$ cat config.mk
export PLATFORM = sky130hd
export DESIGN_NAME = pdn_wake_ctrl
export DESIGN_NICKNAME = d
export VERILOG_FILES = /design/src/rtl/pdn_wake_pkg.sv /design/src/rtl/pdn_acc_decode.sv /design/src/rtl/pdn_idle_timer.sv /design/src/rtl/pdn_regfile.sv /design/src/rtl/pdn_wake_ctrl.sv
export SDC_FILE = /design/constraint.sdc
export NUM_CORES = 1
export LEC_CHECK = 0
export BUFFER_PORTS_ARGS = -buffer_cell sky130_fd_sc_hd__buf_2
export CELL_PAD_IN_SITES_DETAIL_PLACEMENT = 0
export CELL_PAD_IN_SITES_GLOBAL_PLACEMENT = 1
export CORE_AREA = 2 2 89 91
export CTS_CLUSTER_SIZE = 12
export DETAILED_ROUTE_END_ITERATION = 10
export DIE_AREA = 0 0 91 93
export GPL_ROUTABILITY_DRIVEN = 0
export PLACE_DENSITY_LB_ADDON = 0.1
export RECOVER_POWER = 50
export SETUP_SLACK_MARGIN = 0.1
export SYNTH_ARGS = -nofsm -noshare
export SYNTH_HDL_FRONTEND = slang
export SYNTH_HIERARCHICAL = 1
export SYNTH_SLANG_ARGS = --single-unit
$ cat constraint.sdc
create_clock -name clk -period 2.9 [get_ports clk]
set_input_delay 0 -clock clk [delete_from_list [all_inputs] [get_ports clk]]
set_output_delay 0 -clock clk [all_outputs]
set_load 0.005 [all_outputs]
$ cat src/rtl/pdn_wake_pkg.sv
package pdn_wake_pkg;

  localparam int ADDR_W = 3;
  localparam int DATA_W = 8;

  // base-relative offsets; behaviour depends on these values
  localparam logic [ADDR_W-1:0] OFS_STAT_A = 3'd0;
  localparam logic [ADDR_W-1:0] OFS_STAT_B = 3'd1;
  localparam logic [ADDR_W-1:0] OFS_DOUT   = 3'd2;
  localparam logic [ADDR_W-1:0] OFS_MAIN   = 3'd4;  // main status read / rate write
  localparam logic [ADDR_W-1:0] OFS_DPORT  = 3'd5;
  localparam logic [ADDR_W-1:0] OFS_DIN    = 3'd7;  // digital input read / config write

  // field positions
  localparam int MOTOR_LSB    = 4;
  localparam int NUM_MOTORS   = 4;
  localparam int DOUT_RST_BIT = 2;  // active low
  localparam int RATE_RST_BIT = 7;  // active high, self clearing

  localparam logic [DATA_W-1:0] DOUT_INIT = 8'h00;
  localparam logic [DATA_W-1:0] RATE_INIT = 8'h02;
  localparam logic [DATA_W-1:0] CFG_INIT  = 8'h02;
  localparam logic [DATA_W-1:0] OPEN_READ = 8'hFF;

  typedef struct packed {
    logic wake;     // access ends powerdown
    logic sw_rst;   // access requests the reset sequence
    logic wr_dout;
    logic wr_rate;
    logic wr_cfg;
  } acc_class_t;

endpackage

$ cat src/rtl/pdn_acc_decode.sv
module pdn_acc_decode
  import pdn_wake_pkg::*;
#(
  parameter int MOTORS = NUM_MOTORS
) (
  input  logic [ADDR_W-1:0] addr,
  input  logic              rd,
  input  logic              wr,
  input  logic [MOTORS-1:0] motor_bits,
  input  logic              dout_rst_n,
  input  logic              rate_rst,
  output acc_class_t        cls
);

  logic hit_dout, hit_main, hit_dport, hit_din;
  logic motor_on, soft_rst;

  always_comb begin
    hit_dout  = (addr == OFS_DOUT);
    hit_main  = (addr == OFS_MAIN);
    hit_dport = (addr == OFS_DPORT);
    hit_din   = (addr == OFS_DIN);

    motor_on = wr && hit_dout && (|motor_bits);
    soft_rst = (wr && hit_dout && !dout_rst_n) ||
               (wr && hit_main && rate_rst);

    cls.sw_rst  = soft_rst;
    cls.wake    = (rd && hit_main) ||
                  ((rd || wr) && hit_dport) ||
                  motor_on || soft_rst;
    cls.wr_dout = wr && hit_dout;
    cls.wr_rate = wr && hit_main;
    cls.wr_cfg  = wr && hit_din;
  end

endmodule

$ cat src/rtl/pdn_idle_timer.sv
module pdn_idle_timer #(
  parameter int TICK_DIV      = 1000,
  parameter int TIMEOUT_TICKS = 1000
) (
  input  logic clk,
  input  logic reload,
  input  logic run,
  output logic expire
);

  localparam int CNT_W = (TIMEOUT_TICKS > 1) ? $clog2(TIMEOUT_TICKS) : 1;

  logic             tick;
  logic [CNT_W-1:0] tick_cnt;

  generate
    if (TICK_DIV > 1) begin : g_prescale
      localparam int PRE_W = $clog2(TICK_DIV);
      logic [PRE_W-1:0] pre;
      assign tick = run && (pre == PRE_W'(TICK_DIV - 1));
      always_ff @(posedge clk) begin
        if (reload)       pre <= '0;
        else if (tick)    pre <= '0;
        else if (run)     pre <= pre + 1'b1;
      end
    end else begin : g_direct
      assign tick = run;
    end
  endgenerate

  assign expire = tick && (tick_cnt == CNT_W'(TIMEOUT_TICKS - 1));

  always_ff @(posedge clk) begin
    if (reload)       tick_cnt <= '0;
    else if (expire)  tick_cnt <= '0;
    else if (tick)    tick_cnt <= tick_cnt + 1'b1;
  end

endmodule

$ cat src/rtl/pdn_regfile.sv
module pdn_regfile
  import pdn_wake_pkg::*;
(
  input  logic              clk,
  input  logic              rst,
  input  logic              rd,
  input  logic [ADDR_W-1:0] addr,
  input  logic [DATA_W-1:0] wdata,
  input  acc_class_t        cls,
  input  logic [DATA_W-1:0] stat_a_in,
  input  logic [DATA_W-1:0] stat_b_in,
  input  logic [DATA_W-1:0] msr_in,
  input  logic [DATA_W-1:0] data_in,
  input  logic [DATA_W-1:0] dir_in,
  output logic [DATA_W-1:0] rdata,
  output logic [DATA_W-1:0] dout_q,
  output logic [DATA_W-1:0] rate_q,
  output logic [DATA_W-1:0] cfg_q
);

  logic [DATA_W-1:0] rd_mux;

  always_comb begin
    case (addr)
      OFS_STAT_A: rd_mux = stat_a_in;
      OFS_STAT_B: rd_mux = stat_b_in;
      OFS_DOUT:   rd_mux = dout_q;
      OFS_MAIN:   rd_mux = msr_in;
      OFS_DPORT:  rd_mux = data_in;
      OFS_DIN:    rd_mux = dir_in;
      default:    rd_mux = OPEN_READ;
    endcase
  end

  always_ff @(posedge clk) begin
    if (rst) begin
      rdata  <= '0;
      dout_q <= DOUT_INIT;
      rate_q <= RATE_INIT;
      cfg_q  <= CFG_INIT;
    end else begin
      if (rd) rdata <= rd_mux;
      if (cls.wr_dout) dout_q <= wdata;
      if (cls.wr_rate) begin
        rate_q               <= wdata;
        rate_q[RATE_RST_BIT] <= 1'b0;
      end
      if (cls.wr_cfg) cfg_q <= wdata;
    end
  end

endmodule

$ cat src/rtl/pdn_wake_ctrl.sv
module pdn_wake_ctrl
  import pdn_wake_pkg::*;
#(
  parameter int TICK_DIV      = 1000,
  parameter int TIMEOUT_TICKS = 1000
) (
  input  logic              clk,
  input  logic              rst,
  input  logic [ADDR_W-1:0] bus_addr,
  input  logic              bus_rd,
  input  logic              bus_wr,
  input  logic [DATA_W-1:0] bus_wdata,
  output logic [DATA_W-1:0] bus_rdata,
  input  logic              idle_ok,
  input  logic [DATA_W-1:0] stat_a_in,
  input  logic [DATA_W-1:0] stat_b_in,
  input  logic [DATA_W-1:0] msr_in,
  input  logic [DATA_W-1:0] data_in,
  input  logic [DATA_W-1:0] dir_in,
  output logic [DATA_W-1:0] dout_q,
  output logic [DATA_W-1:0] rate_q,
  output logic [DATA_W-1:0] cfg_q,
  output logic              pd_flag,
  output logic              rst_seq
);

  acc_class_t cls;
  logic       pd_q;
  logic       seq_pend;
  logic       expire;
  logic       timer_reload;

  pdn_acc_decode #(.MOTORS(NUM_MOTORS)) u_dec (
    .addr       (bus_addr),
    .rd         (bus_rd),
    .wr         (bus_wr),
    .motor_bits (bus_wdata[MOTOR_LSB +: NUM_MOTORS]),
    .dout_rst_n (bus_wdata[DOUT_RST_BIT]),
    .rate_rst   (bus_wdata[RATE_RST_BIT]),
    .cls        (cls)
  );

  assign timer_reload = rst || cls.wake || !idle_ok;

  pdn_idle_timer #(
    .TICK_DIV      (TICK_DIV),
    .TIMEOUT_TICKS (TIMEOUT_TICKS)
  ) u_tmr (
    .clk    (clk),
    .reload (timer_reload),
    .run    (idle_ok && !pd_q),
    .expire (expire)
  );

  pdn_regfile u_regs (
    .clk       (clk),
    .rst       (rst),
    .rd        (bus_rd),
    .addr      (bus_addr),
    .wdata     (bus_wdata),
    .cls       (cls),
    .stat_a_in (stat_a_in),
    .stat_b_in (stat_b_in),
    .msr_in    (msr_in),
    .data_in   (data_in),
    .dir_in    (dir_in),
    .rdata     (bus_rdata),
    .dout_q    (dout_q),
    .rate_q    (rate_q),
    .cfg_q     (cfg_q)
  );

  always_ff @(posedge clk) begin
    if (rst) begin
      pd_q     <= 1'b0;
      seq_pend <= 1'b1;
      rst_seq  <= 1'b0;
    end else begin
      seq_pend <= 1'b0;
      rst_seq  <= seq_pend || cls.sw_rst;
      if (cls.wake)    pd_q <= 1'b0;
      else if (expire) pd_q <= 1'b1;
    end
  end

  // the waking access sees the core awake in its own cycle
  assign pd_flag = pd_q && !cls.wake;

endmodule

==> metrics.txt, run 1 <==
# TYPE chip_impl_metric gauge
chip_impl_metric{name="critPathMaxStageDelay",unit="ns"} 0.65
chip_impl_metric{name="setup-violations-final",unit=""} 0
chip_impl_info{name="synth_top_area_cell",value="dfxtp_1"} 1
chip_impl_metric{name="grtUsageMet2",unit="%"} 26.9
chip_impl_info{name="reg_to_reg_start",value="u_tmr/g_prescale.pre[3]"} 1
chip_impl_metric{name="clock.fmax",unit="GHz"} 0.460
chip_impl_metric{name="post_synth_inst_count",unit=""} 304
chip_impl_metric{name="rows",unit=""} 32
chip_impl_metric{name="antenna_found_initial",unit=""} 0
chip_impl_metric{name="drv.max_cap_violation_count",unit=""} 1
chip_impl_metric{name="timing.slew.headroom",unit="%"} -11.4
chip_impl_metric{name="fp.coreArea",unit="mm^2"} 0.00753
chip_impl_metric{name="min_period_over_period",unit="%"} 75.0
chip_impl_metric{name="final_number_of_max_transition_violations",unit=""} 35
chip_impl_metric{name="area_growth_syn_to_layout",unit="%"} 21.8
chip_impl_metric{name="power.density",unit="mW/mm^2"} 426
chip_impl_metric{name="first_iter_violations",unit=""} 93
chip_impl_metric{name="boundaryPins",unit=""} 90
chip_impl_info{name="top_usage_layer",value="met2"} 1
chip_impl_metric{name="initial_core_utilization",unit="%"} 36.2
chip_impl_metric{name="numCtsBuffers",unit=""} 5
chip_impl_info{name="slowest_stage",value="or4_1"} 1
chip_impl_metric{name="irDropWorstVdd",unit="V"} 0.000185
chip_impl_metric{name="synth.net_count",unit=""} 362
chip_impl_metric{name="cts.htree.levels",unit=""} 2
chip_impl_info{name="worst_r2r_endpoint",value="u_tmr/tick_cnt[0]"} 1
chip_impl_metric{name="antenna_diode_count",unit=""} 0
chip_impl_metric{name="chipHeight",unit="um"} 93
chip_impl_info{name="timing.critical_path.from_type",value="flip-flop"} 1
chip_impl_info{name="tritoncts",value="yes"} 1
chip_impl_metric{name="numClockSinks",unit=""} 54
chip_impl_metric{name="yosys.area.top_type_share",unit="%"} 39.7
chip_impl_metric{name="yosysWarnings",unit=""} 6
chip_impl_metric{name="r2r.worst_path.cells",unit=""} 4
chip_impl_metric{name="area.sequential",unit="mm^2"} 0.00108
chip_impl_metric{name="worst_hold_slack",unit="ns"} 0.0515
chip_impl_metric{name="postRouteWirelength",unit="mm"} 6.93
chip_impl_info{name="worstHoldPathType",value="primary input to flip-flop"} 1
chip_impl_metric{name="die_area",unit="mm^2"} 0.00846
chip_impl_metric{name="detailroute.via_count",unit=""} 2418
chip_impl_info{name="min_to",value="u_tmr/tick_cnt[4]"} 1
chip_impl_metric{name="avgRoutedWirePerCell",unit="um"} 14.1
chip_impl_metric{name="first_global_vias",unit=""} 2336
chip_impl_metric{name="clockBufferDepth",unit=""} 2
chip_impl_info{name="worstSetupPathType",value="flip-flop to flip-flop"} 1
chip_impl_metric{name="worstSkewPairLatency",unit="ns"} 0.31
chip_impl_info{name="synth_area_leaders",value="dfxtp_1 (40%), mux2i_1 (9.6%), nor2_1 (8.4%)"} 1
chip_impl_metric{name="final.fill_count",unit=""} 796
chip_impl_metric{name="grt_util_all_layers",unit="%"} 16.6
chip_impl_metric{name="antenna_left",unit=""} 0
chip_impl_metric{name="post_synth_num_cell_types",unit=""} 57
chip_impl_metric{name="synth_seq_cells",unit=""} 54
chip_impl_metric{name="synth-edff-count",unit=""} 0
chip_impl_metric{name="largest_net_degree_at_the_start_of_global_routing",unit=""} 35
chip_impl_metric{name="clk_pin_slew_worst_paths",unit="ns"} 0.10
chip_impl_metric{name="post-route-drc-count",unit=""} 0
chip_impl_metric{name="drt_pass1_iterations",unit=""} 6
chip_impl_info{name="failing_checks",value="capacitance limit, slew limit"} 1
chip_impl_metric{name="min_delay_path_depth",unit=""} 3
chip_impl_info{name="unrepaired_setup_endpoints_after_global_routing",value="false"} 1
chip_impl_metric{name="grt_overflow",unit=""} 0
chip_impl_metric{name="clock_skew",unit="ns"} 0.00504
chip_impl_info{name="endpoint_class_of_the_critical_path",value="flip-flop"} 1
chip_impl_metric{name="avgSynthCellArea",unit="um^2"} 8.96
chip_impl_metric{name="finalNetCount",unit=""} 445
chip_impl_metric{name="timing.critical_path.depth",unit=""} 4
chip_impl_metric{name="placed_cells",unit=""} 474
chip_impl_metric{name="regToRegSetupSlack",unit="ns"} 0.72
chip_impl_metric{name="detailed_place_hpwl",unit="mm"} 4.93
chip_impl_metric{name="totalNegativeSetupSlack",unit="ns"} 0
chip_impl_metric{name="postSynth.asyncResetShare",unit="%"} 0
chip_impl_info{name="crit_chain",value="or3b_1 -> or4_1 -> o21bai_1 -> nor2_1"} 1
chip_impl_metric{name="timing.final.crit_period",unit="ns"} 2.18
chip_impl_metric{name="cellLeakagePower",unit="uW"} 0.00128
chip_impl_metric{name="die_w",unit="um"} 91
chip_impl_metric{name="vias_per_cell",unit=""} 4.93
chip_impl_metric{name="synth-seq-area-share",unit="%"} 39.7
chip_impl_metric{name="cts_resized",unit=""} 0
chip_impl_metric{name="drive_gt1_share",unit="%"} 25.5
chip_impl_metric{name="critical_path_buf_inv_count",unit=""} 0
chip_impl_metric{name="final_cells",unit=""} 490
chip_impl_metric{name="worst_slew_pin_slew",unit="ns"} 1.67
chip_impl_metric{name="syn_area",unit="mm^2"} 0.00273
chip_impl_metric{name="met3_demand_to_capacity_share_in_global_routing",unit="%"} 3.46
chip_impl_metric{name="multi_input_comb_area",unit="mm^2"} 0.00150
chip_impl_info{name="run_status",value="finished, violations left"} 1
chip_impl_metric{name="report.final.hold_viol_count",unit=""} 0
chip_impl_metric{name="grt_first_pass_wirelength",unit="mm"} 11.6
chip_impl_metric{name="timing.critical_path.arrival",unit="ns"} 2.36
chip_impl_metric{name="numPortBuffers",unit=""} 88
chip_impl_info{name="ctsRootBufferMaster",value="clkbuf_8"} 1
chip_impl_info{name="yosys_most_used_dff",value="dfxtp_1"} 1
chip_impl_info{name="synthMostInstantiatedCell",value="nor2_1"} 1
chip_impl_info{name="netlist_top_cells_count",value="nor2_1 (61), dfxtp_1 (54), mux2i_1 (26)"} 1
chip_impl_info{name="critical_path.top_delay_family",value="simple AND/OR/NAND/NOR gates"} 1
chip_impl_info{name="hp-start",value="idle_ok"} 1
chip_impl_metric{name="grt.met1_usage",unit="%"} 22.8
chip_impl_metric{name="crit_path_max_fanout",unit=""} 8
chip_impl_metric{name="worstPathRequired",unit="ns"} 3.09
## flip-flops by register name, summed over array words and instances, names as in the netlist
name and cells:
pd_q 1, rst_seq 1, u_regs/cfg_q 8, u_tmr/g_prescale.pre 10, u_regs/rdata 8, u_tmr/tick_cnt 10, u_regs/dout_q 8, u_regs/rate_q 7
seq_pend 1
## final cells by class
class / count / area share (%)
Timing Repair Buffer: 97 / 15.3
Inverter: 3 / 0.339
Clock inverter: 3 / 0.754
Multi-Input combinational cell: 226 / 45.1
Sequential cell: 54 / 32.6
Tap cell: 102 / 3.84
Clock buffer: 5 / 2.07
## kinds of logic (layout without fill, tap and decap cells)
kind of cell / after synthesis / after routing / synth area share, %
multiplexers: 29 / 29 / 11.2
adder cells (fa/ha/maj): 2 / 2 / 0.918
AND/OR/NAND/NOR: 123 / 123 / 22.7
buffers and inverters: 24 / 108 / 5.42
AO/OA/AOI/OAI: 60 / 60 / 16.4
XOR/XNOR: 11 / 11 / 3.54
other: 1 / 1 / 0.138
flip-flops: 54 / 54 / 39.7
## repair_timing
| action | 4_1_cts | 5_1_grt |
|---|---|---|
| hold buffers | 8 | 0 |
| endpoints found under the setup margin | 0 | 0 |
| buffers inserted | 0 | 0 |
| hold endpoints to repair | 23 | 0 |
## cells in the final DEF, fill, tap and decap left out, drive strengths merged, types with 5 or more instances in the layout
master / n
clkbuf: 20
dlygate4sd3: 8
mux2i: 26
buf: 74
dfxtp: 54
nand2: 16
xnor2: 5
o221ai: 6
nand2b: 6
o21ai: 9
nand4: 6
xor2: 6
a21oi: 15
o21a: 7
nor2: 63
## metal layers
layer	vias to the layer above	share of wire [%]
met5	-	0
met4	0	0.61
met3	4	5.1
met2	64	45
met1	1109	49
li1	1241	-
## metrics by stage
step / worst slack, ns / util, % / total power [uW] / cell area, um^2
6_report: 0.724 / 44.1 / 1410 / 3320
5_1_grt: 0.528 / 44.1 / 1490 / 3320
4_1_cts: 0.716 / 44.3 / 1440 / 3340
3_5_place_dp: 0.724 / 42.0 / 979 / 3160
3_3_place_gp: 0.763 / 42.0 / 977 / 3160
2_1_floorplan: 0.862 / - / 904 / 2730
## how the worst max path moves through the flow
stage	start	slack (ns)	end
after floorplan	u_tmr/g_prescale.pre[3]	0.86	u_tmr/tick_cnt[8]
after global placement	u_tmr/g_prescale.pre[3]	0.76	u_tmr/tick_cnt[1]
after detailed placement	u_tmr/g_prescale.pre[3]	0.72	u_tmr/tick_cnt[1]
after CTS	u_tmr/g_prescale.pre[3]	0.72	u_tmr/tick_cnt[0]
after global routing	u_tmr/g_prescale.pre[3]	0.53	u_tmr/tick_cnt[7]
final	u_tmr/g_prescale.pre[3]	0.72	u_tmr/tick_cnt[0]
## worst min-delay path, delay by kind of cell
kind,cells,cell delay (ns)
AND/OR/NAND/NOR,1,0.16
AO/OA/AOI/OAI,1,0.06
buffers and inverters,1,0.10
## power by group
| part | internal, uW | switching [uW] | leakage [uW] |
|---|---|---|---|
| sequential | 760 | 10.2 | 0.000439 |
| clock | 175 | 271 | 0.0000447 |
| combinational | 93.7 | 104 | 0.000794 |
Note: power is estimated with default switching activity, not from simulation.
==> inputs of run 2 (changes only) <==
- clock period: 2.9 -> 2.22 ns (I/O delays scaled with it)
==> metrics.txt, run 2 (same netlist as run 1, synthesis figures left out) <==
# TYPE chip_impl_metric gauge
chip_impl_info{name="run_status",value="finished, violations left"} 1
chip_impl_info{name="failing_checks",value="capacitance limit, slew limit"} 1
chip_impl_metric{name="internal_power",unit="uW"} 1360
chip_impl_metric{name="clock_skew",unit="ns"} 0.0100
chip_impl_info{name="worst_r2r_endpoint",value="u_tmr/tick_cnt[8]"} 1
chip_impl_info{name="top_regs",value="u_tmr/g_prescale.pre x10, u_tmr/tick_cnt x10"} 1
chip_impl_metric{name="antenna_found_initial",unit=""} 0
chip_impl_metric{name="timing.slew.headroom",unit="%"} -3.58
chip_impl_metric{name="antenna_left",unit=""} 0
chip_impl_metric{name="numCtsBuffers",unit=""} 5
chip_impl_info{name="top_library_cells_by_usage_in_the_layout_fill_and_taps_aside",value="buf_2 (71), nor2_1 (61), dfxtp_1 (53)"} 1
chip_impl_metric{name="min_period_over_period",unit="%"} 90.0
chip_impl_metric{name="first_iter_violations",unit=""} 87
chip_impl_metric{name="post_cts_repair_setup_buffers",unit=""} 0
chip_impl_metric{name="chipHeight",unit="um"} 93
chip_impl_metric{name="rows",unit=""} 32
chip_impl_metric{name="antenna_diode_count",unit=""} 0
chip_impl_metric{name="numClockSinks",unit=""} 54
chip_impl_metric{name="clkPwrFrac",unit="%"} 32.1
chip_impl_metric{name="detailed_place_hpwl",unit="mm"} 5.17
chip_impl_metric{name="largest_net_degree_at_the_start_of_global_routing",unit=""} 34
chip_impl_metric{name="vias_per_cell",unit=""} 4.90
chip_impl_info{name="worstHoldPathType",value="primary input to flip-flop"} 1
chip_impl_metric{name="die_w",unit="um"} 91
chip_impl_metric{name="totalNegativeSetupSlack",unit="ns"} 0
chip_impl_metric{name="drt_pass1_iterations",unit=""} 4
chip_impl_metric{name="grt_first_pass_wirelength",unit="mm"} 11.4
chip_impl_metric{name="netSwitchingFraction",unit="%"} 27.5
chip_impl_metric{name="power.density",unit="mW/mm^2"} 551
chip_impl_metric{name="r2r.worst_path.cells",unit=""} 4
chip_impl_metric{name="worstSkewPairLatency",unit="ns"} 0.32
chip_impl_metric{name="grt_overflow",unit=""} 0
chip_impl_metric{name="crit_path_max_fanout",unit=""} 8
chip_impl_info{name="endpoint_class_of_the_critical_path",value="flip-flop"} 1
chip_impl_metric{name="seq_power_share",unit="%"} 53.6
chip_impl_metric{name="setup-violations-final",unit=""} 0
chip_impl_metric{name="clock.fmax",unit="GHz"} 0.501
chip_impl_metric{name="cts.htree.levels",unit=""} 2
chip_impl_metric{name="numPortBuffers",unit=""} 88
chip_impl_metric{name="detailroute.via_count",unit=""} 2450
chip_impl_info{name="worst_setup_path_startpoint",value="u_tmr/g_prescale.pre[4]"} 1
chip_impl_metric{name="finalNetCount",unit=""} 455
chip_impl_info{name="tritoncts",value="yes"} 1
chip_impl_metric{name="grt_util_all_layers",unit="%"} 16.8
chip_impl_metric{name="timing.final.crit_period",unit="ns"} 2.00
chip_impl_metric{name="area_growth_syn_to_layout",unit="%"} 24.8
chip_impl_metric{name="combinationalPowerShare",unit="%"} 14.3
chip_impl_metric{name="clk_pin_slew_worst_paths",unit="ns"} 0.11
chip_impl_info{name="final_common_cell",value="buf_2"} 1
chip_impl_metric{name="worstPathRequired",unit="ns"} 2.47
chip_impl_metric{name="min_delay_path_depth",unit=""} 3
chip_impl_metric{name="drv.max_cap_violation_count",unit=""} 1
chip_impl_metric{name="final_number_of_max_transition_violations",unit=""} 34
chip_impl_info{name="reg_to_reg_start",value="u_tmr/g_prescale.pre[4]"} 1
chip_impl_metric{name="power_dissipated_by_switching_net_loads",unit="uW"} 515
chip_impl_metric{name="clockBufferDepth",unit=""} 2
chip_impl_metric{name="worst_hold_slack",unit="ns"} 0.0623
chip_impl_info{name="hp-start",value="dir_in[7]"} 1
chip_impl_metric{name="drive_gt1_share",unit="%"} 27.1
chip_impl_metric{name="post-route-cell-area",unit="mm^2"} 0.00340
chip_impl_metric{name="regToRegSetupSlack",unit="ns"} 0.22
chip_impl_metric{name="postRouteWirelength",unit="mm"} 7.11
chip_impl_info{name="critical_path.endpoint",value="u_tmr/tick_cnt[8]"} 1
chip_impl_metric{name="timing.critical_path.arrival",unit="ns"} 2.25
chip_impl_metric{name="first_global_vias",unit=""} 2273
chip_impl_metric{name="initial_core_utilization",unit="%"} 36.2
chip_impl_metric{name="post-route-drc-count",unit=""} 0
chip_impl_metric{name="avgRoutedWirePerCell",unit="um"} 14.2
chip_impl_metric{name="cellLeakagePower",unit="uW"} 0.00132
chip_impl_info{name="ctsRootBufferMaster",value="clkbuf_8"} 1
chip_impl_metric{name="report.final.hold_viol_count",unit=""} 0
chip_impl_metric{name="boundaryPins",unit=""} 90
chip_impl_metric{name="worst_slew_pin_slew",unit="ns"} 1.55
chip_impl_info{name="worstSetupPathType",value="flip-flop to flip-flop"} 1
chip_impl_metric{name="die_area",unit="mm^2"} 0.00846
chip_impl_metric{name="irDropWorstVdd",unit="V"} 0.000286
chip_impl_metric{name="fp.coreArea",unit="mm^2"} 0.00753
chip_impl_info{name="timing.critical_path.from_type",value="flip-flop"} 1
chip_impl_info{name="unrepaired_setup_endpoints_after_global_routing",value="false"} 1
chip_impl_metric{name="dpl-instance-area",unit="mm^2"} 0.00323
-- run 2: critical path, cell delays in order, from the launching register on --
cell,delay (ns)
dfxtp_1,0.36
or3b_1,0.39
or4_4,0.54
or4_1,0.51
a21oi_1,0.14
-- run 2: cell type report --
type	instances	area [um^2]
tap	102	128
clock inverter	3	28.8
clock buffer	5	68.8
sequential	54	1080
inverter	3	11.3
multi-input combinational	226	1500
fill	817	4130
timing repair buffer	107	581
-- run 2: stage by stage --
step | total power (uW) | cells | utilization (%) | setup slack, ns
3_3_place_gp | 1290 | 483 | 42.9 | 0.130
4_1_cts | 1900 | 500 | 45.5 | 0.177
6_report | 1880 | 500 | 45.2 | 0.222
5_1_grt | 1970 | 500 | 45.2 | 0.109
3_5_place_dp | 1290 | 483 | 42.9 | 0.108
2_1_floorplan | 1180 | 304 | - | 0.182
-- run 2: worst min path at each step --
stage / end / slack (ns)
global route: u_regs/rdata[7] / 0.07
floorplan: seq_pend / 0.03
CTS: u_regs/rdata[7] / 0.05
finish: u_regs/rdata[7] / 0.06
global placement: u_regs/rate_q[1] / 0.26
detailed placement: u_regs/rate_q[1] / 0.26
-- run 2: power groups by stage --
stage               Combinational [uW]  Sequential [uW]  Clock [uW]
global placement                   260             1030           0
detailed placement                 261             1030           0
floorplan                          152             1030           0
global route                       298             1010         666
CTS                                274             1010         624
finish                             268             1010         601
-- run 2: what timing repair did --
item,CTS,global route
pin swaps,0,1
setup endpoints to repair,1,1
hold buffers,9,0
endpoints found under the hold margin,23,0
gates resized for setup,1,2
-- run 2: per-layer routing --
metal | GRT usage, % | up-vias | routed length (um)
met1 | 23.5 | 1121 | 3570
met2 | 26.5 | 57 | 3150
met5 | 0 | - | 0
li1 | - | 1267 | -
met4 | 4.17 | 0 | 63
met3 | 3.38 | 5 | 330
